**config.mk**
```make
export PLATFORM = sky130hd
export DESIGN_NAME = vxfer_clkgen
export DESIGN_NICKNAME = d
export VERILOG_FILES = /design/src/rtl/vxfer_pkg.sv /design/src/rtl/vxfer_slot_timer.sv /design/src/rtl/vxfer_phase_gen.sv /design/src/rtl/vxfer_seq.sv /design/src/rtl/vxfer_clkgen.sv
export SDC_FILE = /design/constraint.sdc
export NUM_CORES = 1
export LEC_CHECK = 0
export BUFFER_PORTS_ARGS = -buffer_cell sky130_fd_sc_hd__buf_2
export CORE_ASPECT_RATIO = 1.2
export CORE_MARGIN = 1.5
export CORE_UTILIZATION = 35
export DETAILED_ROUTE_END_ITERATION = 16
export GPL_ROUTABILITY_DRIVEN = 0
export PLACE_DENSITY_LB_ADDON = 0.15
export SLEW_MARGIN = 10
export SYNTH_ARGS = -nofsm -noshare
export SYNTH_HDL_FRONTEND = slang
export SYNTH_SLANG_ARGS = --single-unit
```
**constraint.sdc**
```tcl
create_clock -name clk -period 7 [get_ports clk]
set_input_delay 0.35 -clock clk [delete_from_list [all_inputs] [get_ports clk]]
set_output_delay 0.35 -clock clk [all_outputs]
set_load 0.005 [all_outputs]
```
**src/rtl/vxfer_pkg.sv**
```systemverilog
package vxfer_pkg;

   localparam int VX_SLOTS = 8;
   localparam int VX_PHASES = 4;
   localparam logic [3:0] VX_REST = 4'b0011;

   typedef enum logic [1:0] {
      ST_IDLE = 2'd0,
      ST_PRE  = 2'd1,
      ST_RUN  = 2'd2,
      ST_POST = 2'd3
   } vx_state_e;

   // first sub-slot in which phase p is high
   function automatic int vx_ph_first(input int p);
      case (p)
         0: return 0;
         1: return 6;
         2: return 5;
         default: return 3;
      endcase
   endfunction

   // number of sub-slots phase p stays high
   function automatic int vx_ph_width(input int p);
      return (p < 2) ? 5 : 3;
   endfunction

endpackage

```
**src/rtl/vxfer_slot_timer.sv**
```systemverilog
module vxfer_slot_timer #(
   parameter int SLOT_W = 8
) (
   input  logic              clk,
   input  logic              rst_n,
   input  logic              clear,
   input  logic              run,
   input  logic [SLOT_W-1:0] len,
   output logic              slot_end
);
   logic [SLOT_W-1:0] tcnt_q;

   assign slot_end = run && (tcnt_q == len - 1'b1);

   always_ff @(posedge clk or negedge rst_n) begin
      if (!rst_n)
         tcnt_q <= '0;
      else if (clear || slot_end || !run)
         tcnt_q <= '0;
      else
         tcnt_q <= tcnt_q + 1'b1;
   end

   // the cycle counter never passes the programmed length
   assert_slot_bound_R2: assert property (@(posedge clk) disable iff (!rst_n)
      run && !clear && len != '0 |-> tcnt_q < len);
endmodule

```
**src/rtl/vxfer_phase_gen.sv**
```systemverilog
module vxfer_phase_gen
   import vxfer_pkg::*;
(
   input  logic [2:0] slot,
   output logic [3:0] pat
);
   for (genvar p = 0; p < VX_PHASES; p++) begin : g_ph
      localparam logic [2:0] FIRST = 3'(vx_ph_first(p));
      localparam logic [3:0] WID   = 4'(vx_ph_width(p));
      logic [2:0] rel;
      assign rel    = slot - FIRST;
      assign pat[p] = ({1'b0, rel} < WID);
   end
endmodule

```
**src/rtl/vxfer_seq.sv**
```systemverilog
module vxfer_seq
   import vxfer_pkg::*;
#(
   parameter int CNT_W       = 11,
   parameter int SLOT_W      = 8,
   parameter int GUARD_SLOTS = 1
) (
   input  logic              clk,
   input  logic              rst_n,
   input  logic              start,
   input  logic              mem_only,
   input  logic [CNT_W-1:0]  pulse_count,
   input  logic [SLOT_W-1:0] slot_cycles,
   input  logic              slot_end,
   output logic              accept,
   output logic [SLOT_W-1:0] len,
   output logic              busy,
   output logic              running,
   output logic              fast,
   output logic              done,
   output logic [2:0]        slot
);
   localparam int GW = $clog2(GUARD_SLOTS + 1);
   localparam logic [GW-1:0] GLAST = GW'(GUARD_SLOTS - 1);

   vx_state_e         state_q;
   logic [CNT_W-1:0]  cnt_q, per_q;
   logic [GW-1:0]     gcnt_q;
   logic [SLOT_W-1:0] len_q;
   logic              fast_q, done_q;
   logic [2:0]        slot_q;

   assign accept  = (state_q == ST_IDLE) && start && (pulse_count != '0);
   assign len     = len_q;
   assign busy    = (state_q != ST_IDLE);
   assign running = (state_q == ST_RUN);
   assign fast    = fast_q;
   assign done    = done_q;
   assign slot    = slot_q;

   always_ff @(posedge clk or negedge rst_n) begin
      if (!rst_n) begin
         state_q <= ST_IDLE;
         cnt_q   <= '0;
         per_q   <= '0;
         gcnt_q  <= '0;
         len_q   <= SLOT_W'(1);
         fast_q  <= 1'b0;
         done_q  <= 1'b0;
         slot_q  <= '0;
      end else begin
         done_q <= 1'b0;
         case (state_q)
            ST_IDLE: begin
               if (start && pulse_count == '0) begin
                  done_q <= 1'b1;
               end else if (accept) begin
                  cnt_q   <= pulse_count;
                  len_q   <= (slot_cycles == '0) ? SLOT_W'(1) : slot_cycles;
                  fast_q  <= !mem_only;
                  per_q   <= '0;
                  gcnt_q  <= '0;
                  slot_q  <= '0;
                  state_q <= mem_only ? ST_RUN : ST_PRE;
               end
            end
            ST_PRE: begin
               if (slot_end) begin
                  if (gcnt_q == GLAST) begin
                     gcnt_q  <= '0;
                     state_q <= ST_RUN;
                  end else begin
                     gcnt_q <= gcnt_q + 1'b1;
                  end
               end
            end
            ST_RUN: begin
               if (slot_end) begin
                  slot_q <= slot_q + 1'b1;
                  if (slot_q == 3'd7) begin
                     if (per_q == cnt_q - 1'b1) begin
                        state_q <= fast_q ? ST_POST : ST_IDLE;
                        done_q  <= !fast_q;
                     end else begin
                        per_q <= per_q + 1'b1;
                     end
                  end
               end
            end
            default: begin
               if (slot_end) begin
                  if (gcnt_q == GLAST) begin
                     gcnt_q  <= '0;
                     state_q <= ST_IDLE;
                     done_q  <= 1'b1;
                  end else begin
                     gcnt_q <= gcnt_q + 1'b1;
                  end
               end
            end
         endcase
      end
   end

   // captured settings hold for the whole sequence
   assert_hold_count_R9: assert property (@(posedge clk) disable iff (!rst_n)
      busy && $past(busy) |-> $stable(cnt_q) && $stable(len_q) && $stable(fast_q));
   // done is a single cycle and never overlaps busy
   assert_done_pulse_R7: assert property (@(posedge clk) disable iff (!rst_n)
      done |=> !done);
   assert_done_idle_R7: assert property (@(posedge clk) disable iff (!rst_n)
      done |-> !busy);
   // period counter stays inside the requested count
   assert_period_bound_R5: assert property (@(posedge clk) disable iff (!rst_n)
      running |-> per_q < cnt_q);
endmodule

```
**src/rtl/vxfer_clkgen.sv**
```systemverilog
module vxfer_clkgen
   import vxfer_pkg::*;
#(
   parameter int CNT_W       = 11,
   parameter int SLOT_W      = 8,
   parameter int GUARD_SLOTS = 1
) (
   input  logic              clk,
   input  logic              rst_n,
   input  logic              start,
   input  logic              mem_only,
   input  logic [CNT_W-1:0]  pulse_count,
   input  logic [SLOT_W-1:0] slot_cycles,
   output logic              busy,
   output logic              done,
   output logic              ab_gate,
   output logic [3:0]        img_ph,
   output logic [3:0]        mem_ph
);
   if (CNT_W < 1 || CNT_W > 24) begin : g_bad_cnt
      $error("vxfer_clkgen: CNT_W out of range");
   end
   if (SLOT_W < 1 || SLOT_W > 24) begin : g_bad_slot
      $error("vxfer_clkgen: SLOT_W out of range");
   end
   if (GUARD_SLOTS < 1) begin : g_bad_guard
      $error("vxfer_clkgen: GUARD_SLOTS must be at least 1");
   end

   logic              accept, slot_end, running, fast;
   logic [SLOT_W-1:0] len;
   logic [2:0]        slot;
   logic [3:0]        pat;

   vxfer_seq #(.CNT_W(CNT_W), .SLOT_W(SLOT_W), .GUARD_SLOTS(GUARD_SLOTS)) u_seq (
      .clk(clk), .rst_n(rst_n), .start(start), .mem_only(mem_only),
      .pulse_count(pulse_count), .slot_cycles(slot_cycles), .slot_end(slot_end),
      .accept(accept), .len(len), .busy(busy), .running(running), .fast(fast),
      .done(done), .slot(slot)
   );

   vxfer_slot_timer #(.SLOT_W(SLOT_W)) u_timer (
      .clk(clk), .rst_n(rst_n), .clear(accept), .run(busy), .len(len),
      .slot_end(slot_end)
   );

   vxfer_phase_gen u_phase (.slot(slot), .pat(pat));

   assign mem_ph  = running ? pat : VX_REST;
   assign img_ph  = (running && fast) ? pat : VX_REST;
   assign ab_gate = !(busy && fast);

   // outside a sequence everything sits at rest
   assert_rest_idle_R1: assert property (@(posedge clk) disable iff (!rst_n)
      !busy |-> img_ph == VX_REST && mem_ph == VX_REST && ab_gate);
   // staggered overlap, never more than two lines move at once
   assert_two_edges_R4: assert property (@(posedge clk) disable iff (!rst_n)
      $countones(mem_ph ^ $past(mem_ph)) <= 2);
   // image phases leave rest only while the gate is at transfer level
   assert_ab_interlock_R10: assert property (@(posedge clk) disable iff (!rst_n)
      img_ph != VX_REST |-> !ab_gate);
   assert_ab_guard_R10: assert property (@(posedge clk) disable iff (!rst_n)
      ab_gate != $past(ab_gate) |-> img_ph == VX_REST && mem_ph == VX_REST);
   // storage-only shifting never touches the overflow gate
   assert_memonly_gate_R6: assert property (@(posedge clk) disable iff (!rst_n)
      mem_ph != img_ph |-> ab_gate);
endmodule

```
==> impl_results.md, run 1 <==
- TritonRoute pass-1 iters: 5
- CTS H-tree depth: 2
- Cell with the most instances after synthesis: nand2_1
- Clk pwr share: 42.3%
- Gr usage total: 16.0%
- Fmax: 0.342 GHz
- Slew @ Worst Pin: 1030 ps
- Worst ir drop on vdd: 0.0558 mV
- Min Clock Period, post-route: 2930 ps
- Pre-CTS setup slack: 4080 ps
- Core area: 0.00771 sq mm
- RSZ-0062 raised after global routing: false
- Sequential fraction of the synthesis area: 40.2%
- Net Sw Frac: 21.3%
- Layout Nets: 381
- Library cells used by synthesis: 53
- Die X: 84.7 um
- Port Buffers: 33
- Synth async-reset ratio: 100%
- GRT overflow: 0
- Clk root buf: clkbuf_8
- Synth Register Bits: 45
- Number of synthesized flops with an enable pin: 0
- Prevailing post-synth register cell: dfrtp_1
- Vias/cell: 5.26
- Yosys top cell area share: 39.2%
- ANT cells: 0
- Synth top cells by count: nand2_1 (68), dfrtp_1 (44), nor2_1 (24)
- Worst setup EP type: flop
- Die height: 101 um
- Final worst path period share: 41.8%
- CTS resizes: 0
- Setup TNS: 0 ps
- Combinational group share of total power: 2.8%
- DRT antenna net count: 0
- Pin count of the biggest net entering global routing: 46
- Detail Placement HPWL: 4.68 mm
- Mapped Nets: 355
- Slew Limit Fails: 0
- Top post-synthesis cells by area: dfrtp_1 (39%), nand2_1 (9.1%), xnor2_1 (5.9%)
- Switching pwr: 101 uW
- Worst reg2reg path depth: 8
- Synth Instances: 325
- Area grow syn2layout: 11.9%
- Max-cap violation count: 0
- Worst-case clock buffer depth: 2
- Crit path required time: 7200 ps
- Standard-cell rows: 35
- DRC violations left: 0
- Global-route wire length before repair: 11.0 mm
- Vias in the first global route: 2,350
- Final Util: 40.7%
- CTS tree: built
- HP Class: in2async
- Synthesized area: 0.00281 sq mm
- Syn Area/Cell: 8.64 sq um
- Wire per inst: 14.3 um
- Final hold vios: 0
- Synth area leader: dfrtp_1
- Post-CTS setup buffer count: 0
- Hold Slack: 216 ps
- Worst Setup Slack, final: 4070 ps
- Status: complete, no violations
- Reg power frac: 54.9%
- Cts hold-fix bufs: 0
- Clock latency at the later pin of the worst-skew pair: 300 ps
- DR vias: 2,337
- Die Area: 0.00857 sq mm
- Clk slew on worst S/H paths: 90 ps
- Io pins: 34
- Starting density of the core: 36.4%
- Slew headroom: 31.6%
- Ys Warns: 0
- Worst Path Arrival: 3120 ps
- WL final: 6.36 mm
- Setup Skew: 3.89 ps
- Static leakage: 1.41 nW
- CTS Buf Count: 5
- Initial antenna violation count: 0
- PD cells: 151 mW/mm^2
- Setup violations, final: 0
- Crit Path Max Fanout: 11
- Pint: 372 uW
- Crit start category: flop
- Fraction of layout cells with a size suffix above 1: 15.6%
- Clock Sinks: 45
- Initial drt markers: 61
- Kind of critical path: reg2reg
==> layout make-up <==
cell class,count,area [sq um]
clock buffers,6,72.6
repair buffers,35,180
inverters,11,41.3
fillers,794,4570
flip-flops and latches,45,1130
clock inverters,2,38.8
multi-input cells,253,1570
well taps,92,115
==> cell usage in the layout, fill, tap and decap left out, types with 2 or more instances in the layout <==
cell	instances
a211oi_1	4
a41oi_1	2
and2_1	3
xnor2_1	19
a21oi_1	6
ha_1	7
or2_2	3
nand2b_1	9
xor2_1	11
dfrtp_1	44
nor2b_1	2
a2111oi_2	2
nor4_1	7
a221oi_1	2
nand2_1	68
nand4b_1	3
buf_2	33
and3_1	5
nor3_1	5
nand3b_1	3
o31ai_1	2
nor2_1	24
mux2i_1	3
inv_1	11
o21ai_0	13
clkbuf_8	5
a31oi_1	4
nand3_1	18
nand4_1	4
buf_4	2
==> worst paths after layout <==
check,start,end,slack (ps)
worst min-delay path,rst_n,u_seq.per_q[9],220
worst max register to register,u_seq.len[0],u_seq.per_q[7],4070
max in group asynchronous,rst_n,u_seq.per_q[1],6150
min in group clk,slot_cycles[4],u_seq.len[4],250
worst max-delay path,u_seq.len[0],u_seq.per_q[7],4070
worst min register to register,u_seq.len[7],u_seq.len[7],520
==> kinds of logic after synthesis <==
family                   count (synthesis)  share of synthesized area, %
AND/OR/NAND/NOR                        162                          28.4
AO/OA/AOI/OAI                           51                          13.8
flip-flops                              45                          40.2
XOR/XNOR                                30                          9.36
buffers and inverters                   27                          4.15
adder cells (fa/ha/maj)                  7                          3.12
multiplexers                             3                          1.07
==> power by group through the flow <==
| stage | Sequential (mW) | Clock [mW] | Combinational (mW) |
|---|---|---|---|
| after floorplan | 0.265 | 0 | 0.000616 |
| after global placement | 0.265 | 0 | 0.0138 |
| after detailed placement | 0.265 | 0 | 0.0139 |
| after CTS | 0.260 | 0.206 | 0.0140 |
| after global routing | 0.260 | 0.214 | 0.0154 |
| final | 0.260 | 0.200 | 0.0132 |
==> worst max-delay path: stages, from the launching register on <==
cell     delay [ps]
dfstp_2         580
inv_1            70
ha_1            310
xnor2_1         130
nor4_1          350
a41oi_1         490
a21oi_2         540
a31oi_1         140
a41o_1          220
==> per-layer routing <==
metal | part of all wire (%) | vias to the layer above | track usage (%) | wire length [um]
met5 | 0 | - | 0 | 0
met4 | 1.3 | 0 | 6.08 | 85
met3 | 1.8 | 8 | 1.97 | 114
met2 | 52 | 24 | 29.1 | 3320
met1 | 45 | 1129 | 19.4 | 2850
li1 | - | 1176 | - | -
==> through the flow <==
stage	instances	power, mW	instance area [sq um]
6_report	444	0.473	3140
5_1_grt	444	0.490	3140
4_1_cts	444	0.480	3140
3_5_place_dp	436	0.279	3030
3_3_place_gp	436	0.279	3030
2_1_floorplan	325	0.266	2810
==> flip-flops by register name, summed over array words and instances (netlist names) <==
register	cells
u_seq.len	8
u_seq.per_q	11
u_seq.slot	3
u_seq.done	1
u_seq.cnt_q	11
u_seq.fast	1
u_seq.state_q	2
u_timer.tcnt_q	8
No activity file was read; power rests on OpenSTA's default activity.
==> run 2: changes to the inputs <==
==> constraint.sdc (replaced) <==
create_clock -name clk -period 3 [get_ports clk]
set_input_delay 0.15 -clock clk [delete_from_list [all_inputs] [get_ports clk]]
set_output_delay 0.15 -clock clk [all_outputs]
set_load 0.005 [all_outputs]
==> run 2 against run 1 <==
Clock skew grew 2.9 ps; critical path depth grew 2; routed wire length decreased by 0.36%; sequential power up 130%; critical endpoint is now u_seq.per_q[5].
==> impl_results.md, run 2 (synthesized netlist as in run 1, its figures left out) <==
- Starting density of the core: 36.4%
- Initial antenna violation count: 0
- Worst Path Arrival: 2910 ps
- Port Buffers: 33
- Fraction of layout cells with a size suffix above 1: 16.8%
- Clock Sinks: 45
- Clock latency at the later pin of the worst-skew pair: 290 ps
- Crit Path Max Fanout: 9
- Area grow syn2layout: 12.6%
- Static leakage: 1.42 nW
- Setup violations, final: 0
- Core area: 0.00771 sq mm
- Io pins: 34
- Crit start category: flop
- CTS Buf Count: 5
- R2R Path End: u_seq.per_q[5]
- Commonest non-fill, non-tap cells in the layout: nand2_1 (68), dfrtp_1 (44), buf_2 (33), nor2_1 (24), xnor2_1 (19)
- DRC violations left: 0
- Cts hold-fix bufs: 0
- Number of fillers in the final layout: 798
- Global-route wire length before repair: 11.2 mm
- Max-cap violation count: 0
- Gr usage total: 16.2%
- Slew @ Worst Pin: 1020 ps
- DR vias: 2,347
- Final hold vios: 0
- Slowest cell delay on critical path: 500 ps
- Clk root buf: clkbuf_8
- RR Startpoint: u_seq.cnt_q[3]
- Status: complete, no violations
- Kind of critical path: reg2reg
- Die Area: 0.00857 sq mm
- PD cells: 319 mW/mm^2
- Setup Skew: 6.82 ps
- Detail Placement HPWL: 4.66 mm
- ANT cells: 0
- GRT overflow: 0
- RSZ-0062 raised after global routing: false
- Critical path depth in cells: 10
- TritonRoute pass-1 iters: 4
- Final Util: 41.0%
- Min Clock Period, post-route: 2740 ps
- Vias/cell: 5.23
- Wire per inst: 14.1 um
- Pin count of the biggest net entering global routing: 46
- Worst setup EP type: flop
- Crit path required time: 3180 ps
- Pre-CTS setup slack: 93.0 ps
- WL final: 6.34 mm
- CP most frequent cell: buf_4
- Slowest CP cell: dfrtp_1
- Most common cell after layout, fill and taps aside: nand2_1
- Die X: 84.7 um
- Die height: 101 um
- Standard-cell rows: 35
- Slew Limit Fails: 0
- Layout Nets: 386
- CTS H-tree depth: 2
- Worst ir drop on vdd: 0.150 mV
- Pwr Total: 1.01 mW
- Largest regs: u_seq.cnt_q x11, u_seq.per_q x11
- Setup TNS: 0 ps
- DRT antenna net count: 0
- Fmax: 0.366 GHz
- Worst-case clock buffer depth: 2
- Final worst path period share: 91.2%
- Worst Setup Slack, final: 264 ps
- Worst reg2reg path depth: 10
- Clk slew on worst S/H paths: 90 ps
- CTS tree: built
- Crit-path cells: nor4_4 -> a21boi_1 -> o21bai_1 -> a31oi_1 -> o41ai_4 -> buf_4 -> buf_4 -> a2111oi_2 -> xnor2_1 -> nor2_1
- Slew headroom: 32.1%
- HP Class: in2async
- CP top delay family: compound AO/OA/AOI/OAI gates
- Crit path buf inv count: 2
- Vias in the first global route: 2,339
- Slack of the worst reg-to-reg path: 260 ps
- Initial drt markers: 96
run 2: cell count changes in the layout (fill, tap and decap cells not counted), sizes merged:
cell / delta
buf: +5
bufinv: -1
clkbuf: +1
clkinv: -1
clkinvlp: +1
run 2: worst max-delay path by stage:
stage | start | end | slack, ps
floorplan | u_seq.cnt_q[0] | u_seq.per_q[10] | 440
global placement | u_seq.cnt_q[0] | u_seq.per_q[10] | 250
detailed placement | u_seq.cnt_q[0] | u_seq.per_q[2] | 90
CTS | u_seq.cnt_q[0] | u_seq.per_q[2] | 70
global route | u_seq.cnt_q[0] | u_seq.per_q[2] | 30
finish | u_seq.cnt_q[3] | u_seq.per_q[5] | 260
run 2: metal layers:
| metal | GRT usage [%] | routed length (um) | up-vias |
|---|---|---|---|
| met5 | 0 | 0 | - |
| met4 | 4.59 | 65 | 0 |
| met3 | 2.70 | 127 | 5 |
| met2 | 28.7 | 3300 | 21 |
| met1 | 20.4 | 2850 | 1132 |
| li1 | - | - | 1189 |
run 2: what timing repair did:
| item | in CTS | in global routing |
|---|---|---|
| setup buffers | 0 | 2 |
| endpoints found under the setup margin | 0 | 14 |
| resized for setup | 0 | 2 |
run 2: cell type report:
| cell class | instances | area [sq um] | share of cell area, % |
|---|---|---|---|
| multi-input cells | 253 | 1580 | 49.8 |
| flip-flops and latches | 45 | 1130 | 35.7 |
| repair buffers | 40 | 218 | 6.89 |
| well taps | 92 | 115 | 3.64 |
| clock buffers | 7 | 76.3 | 2.41 |
| inverters | 11 | 41.3 | 1.31 |
| clock inverters | 1 | 7.51 | 0.238 |
run 2: through the flow:
stage | instance area (sq um) | hold WS (ps) | instances
after floorplan | 2810 | -146 | 325
after global placement | 3050 | 356 | 439
after detailed placement | 3050 | 358 | 439
after CTS | 3140 | 42.0 | 447
after global routing | 3160 | 54.7 | 449
final | 3160 | 9.88 | 449
run 2: report_power, final:
part	total, mW	leakage, nW	switching [mW]	internal, mW
logic	0.0306	0.789	0.0194	0.0112
clock network	0.372	0.0385	0.207	0.165
registers	0.606	0.590	0	0.606
==> run 3: changes to the inputs <==
--- a/config.mk
+++ b/config.mk
@@ -11,6 +11,7 @@
 export CORE_UTILIZATION = 35
 export DETAILED_ROUTE_END_ITERATION = 16
 export GPL_ROUTABILITY_DRIVEN = 0
+export MAX_ROUTING_LAYER = met4
 export PLACE_DENSITY_LB_ADDON = 0.15
 export SLEW_MARGIN = 10
 export SYNTH_ARGS = -nofsm -noshare
==> run 3 against run 2 <==
Clock power hardly changed; critical path type unchanged; sequential cell count stayed put; clock-buffer cell count did not move; maximum frequency hardly changed; die area unchanged; largest cell class unchanged; critical path depth stayed put; highest routed layer unchanged; clock skew decreased by 1.2 ps; sequential share of layout area unchanged; non-clock buffer count is the same.
==> impl_results.md, run 3 (synthesized netlist as in run 1, its figures left out) <==
- Die height: 101 um
- Setup TNS: 0 ps
- Vias/cell: 5.22
- Hold Slack: 10.0 ps
- WL final: 6.35 mm
- Detail Placement HPWL: 4.66 mm
- Die X: 84.7 um
- PD cells: 319 mW/mm^2
- Static leakage: 1.42 nW
- Worst-case clock buffer depth: 2
- Global-route wire length before repair: 11.2 mm
- Commonest non-fill, non-tap cells in the layout: nand2_1 (68), dfrtp_1 (44), buf_2 (33), nor2_1 (24), xnor2_1 (19)
- Status: complete, no violations
- CP most frequent cell: buf_4
- Slew @ Worst Pin: 1020 ps
- Reg power frac: 60.0%
- Net Sw Frac: 22.5%
- ANT cells: 0
- Slowest CP cell: dfrtp_1
- DRT antenna net count: 0
- GRT overflow: 0
- Vias in the first global route: 2,337
- Setup Skew: 5.66 ps
- Pint: 782 uW
- Kind of critical path: reg2reg
- Crit-path cells: nor4_4 -> a21boi_1 -> o21bai_1 -> a31oi_1 -> o41ai_4 -> buf_4 -> buf_4 -> a2111oi_2 -> xnor2_1 -> nor2_1
- Port Buffers: 33
- Crit start category: flop
- Combinational group share of total power: 3.0%
- Most common cell after layout, fill and taps aside: nand2_1
- Layout Nets: 386
- Wire per inst: 14.1 um
- Die Area: 0.00857 sq mm
- Final hold vios: 0
- Slowest cell delay on critical path: 500 ps
- Initial antenna violation count: 0
- CTS H-tree depth: 2
- Setup violations, final: 0
- DR vias: 2,344
- Clk root buf: clkbuf_8
- Clock latency at the later pin of the worst-skew pair: 290 ps
- Gr usage total: 16.7%
- DRC violations left: 0
- Max-cap violation count: 0
- Crit Path Max Fanout: 9
- RSZ-0062 raised after global routing: false
- Initial drt markers: 97
- Largest regs: u_seq.cnt_q x11, u_seq.per_q x11
- Starting density of the core: 36.4%
- Final worst path period share: 91.1%
- Worst ir drop on vdd: 0.150 mV
- Pwr Total: 1.01 mW
- CTS Buf Count: 5
- Switching pwr: 227 uW
- Worst setup EP type: flop
- Fraction of layout cells with a size suffix above 1: 16.8%
- Clock Sinks: 45
- Standard-cell rows: 35
- Clk slew on worst S/H paths: 90 ps
- Io pins: 34
- Core area: 0.00771 sq mm
- CTS tree: built
- HP Class: in2async
- Clk pwr share: 36.9%
- Fmax: 0.366 GHz
- TritonRoute pass-1 iters: 4
- Min Clock Period, post-route: 2730 ps
- Final Util: 41.0%
- Worst Path Arrival: 2910 ps
- Slew Limit Fails: 0
- Slew headroom: 32.1%
- Pin count of the biggest net entering global routing: 46
- Area grow syn2layout: 12.6%
- Crit path required time: 3180 ps
==> run 3: cell counts in the layout (fill, tap and decap cells not counted) <==
Identical to the previous run, type by type.
==> run 3: worst max-delay path, delay by kind of cell (launching register included) <==
kind | cells | cell delay, ps
buf+inv | 2 | 310
xor+xnor | 1 | 160
compound gates | 5 | 1160
flops | 1 | 500
simple gates | 2 | 480
==> run 3: timing repair <==
action,CTS,global route
endpoints found under the setup margin,0,14
buffers inserted,0,2
gates resized for setup,0,2
hold buffers,0,0
==> run 3: power groups by stage <==
stage | combinational, mW | sequential (mW) | clock, mW
3_5_place_dp | 0.0321 | 0.618 | 0
4_1_cts | 0.0321 | 0.606 | 0.394
5_1_grt | 0.0359 | 0.606 | 0.421
3_3_place_gp | 0.0317 | 0.618 | 0
2_1_floorplan | 0.00144 | 0.618 | 0
6_report | 0.0306 | 0.606 | 0.373
==> run 3: per-layer routing <==
layer	vias up	GRT usage, %	wire, um
met4	0	4.59	65
met5	-	-	0
met1	1126	20.4	2850
met3	5	2.70	140
met2	23	28.7	3290
li1	1190	-	-
==> run 3: area by class of cell <==
type | count | area (sq um)
Fill cell | 798 | 4550
Inverter | 11 | 41.3
Clock buffer | 7 | 76.3
Multi-Input combinational cell | 253 | 1580
Timing Repair Buffer | 40 | 218
Sequential cell | 45 | 1130
Tap cell | 92 | 115
Clock inverter | 1 | 7.51
==> run 3: final timing paths <==
path                                         end           start  slack, ps  depth (start not counted)
worst max register to register    u_seq.per_q[5]  u_seq.cnt_q[3]        270                         10
max in group asynchronous       u_seq.state_q[1]           rst_n       2340                          1
worst max-delay path              u_seq.per_q[5]  u_seq.cnt_q[3]        270                         10
worst min-delay path              u_seq.cnt_q[4]           rst_n         10                          1
worst min register to register      u_seq.len[7]    u_seq.len[7]        500                          2
min in group clk                    u_seq.len[7]  slot_cycles[7]         50                          3
==> run 3: per-stage QoR <==
step	cells	area [sq um]	setup slack [ps]
2_1_floorplan	325	2810	442
3_3_place_gp	439	3050	253
3_5_place_dp	439	3050	93.0
4_1_cts	447	3140	69.7
5_1_grt	449	3160	33.8
6_report	449	3160	267
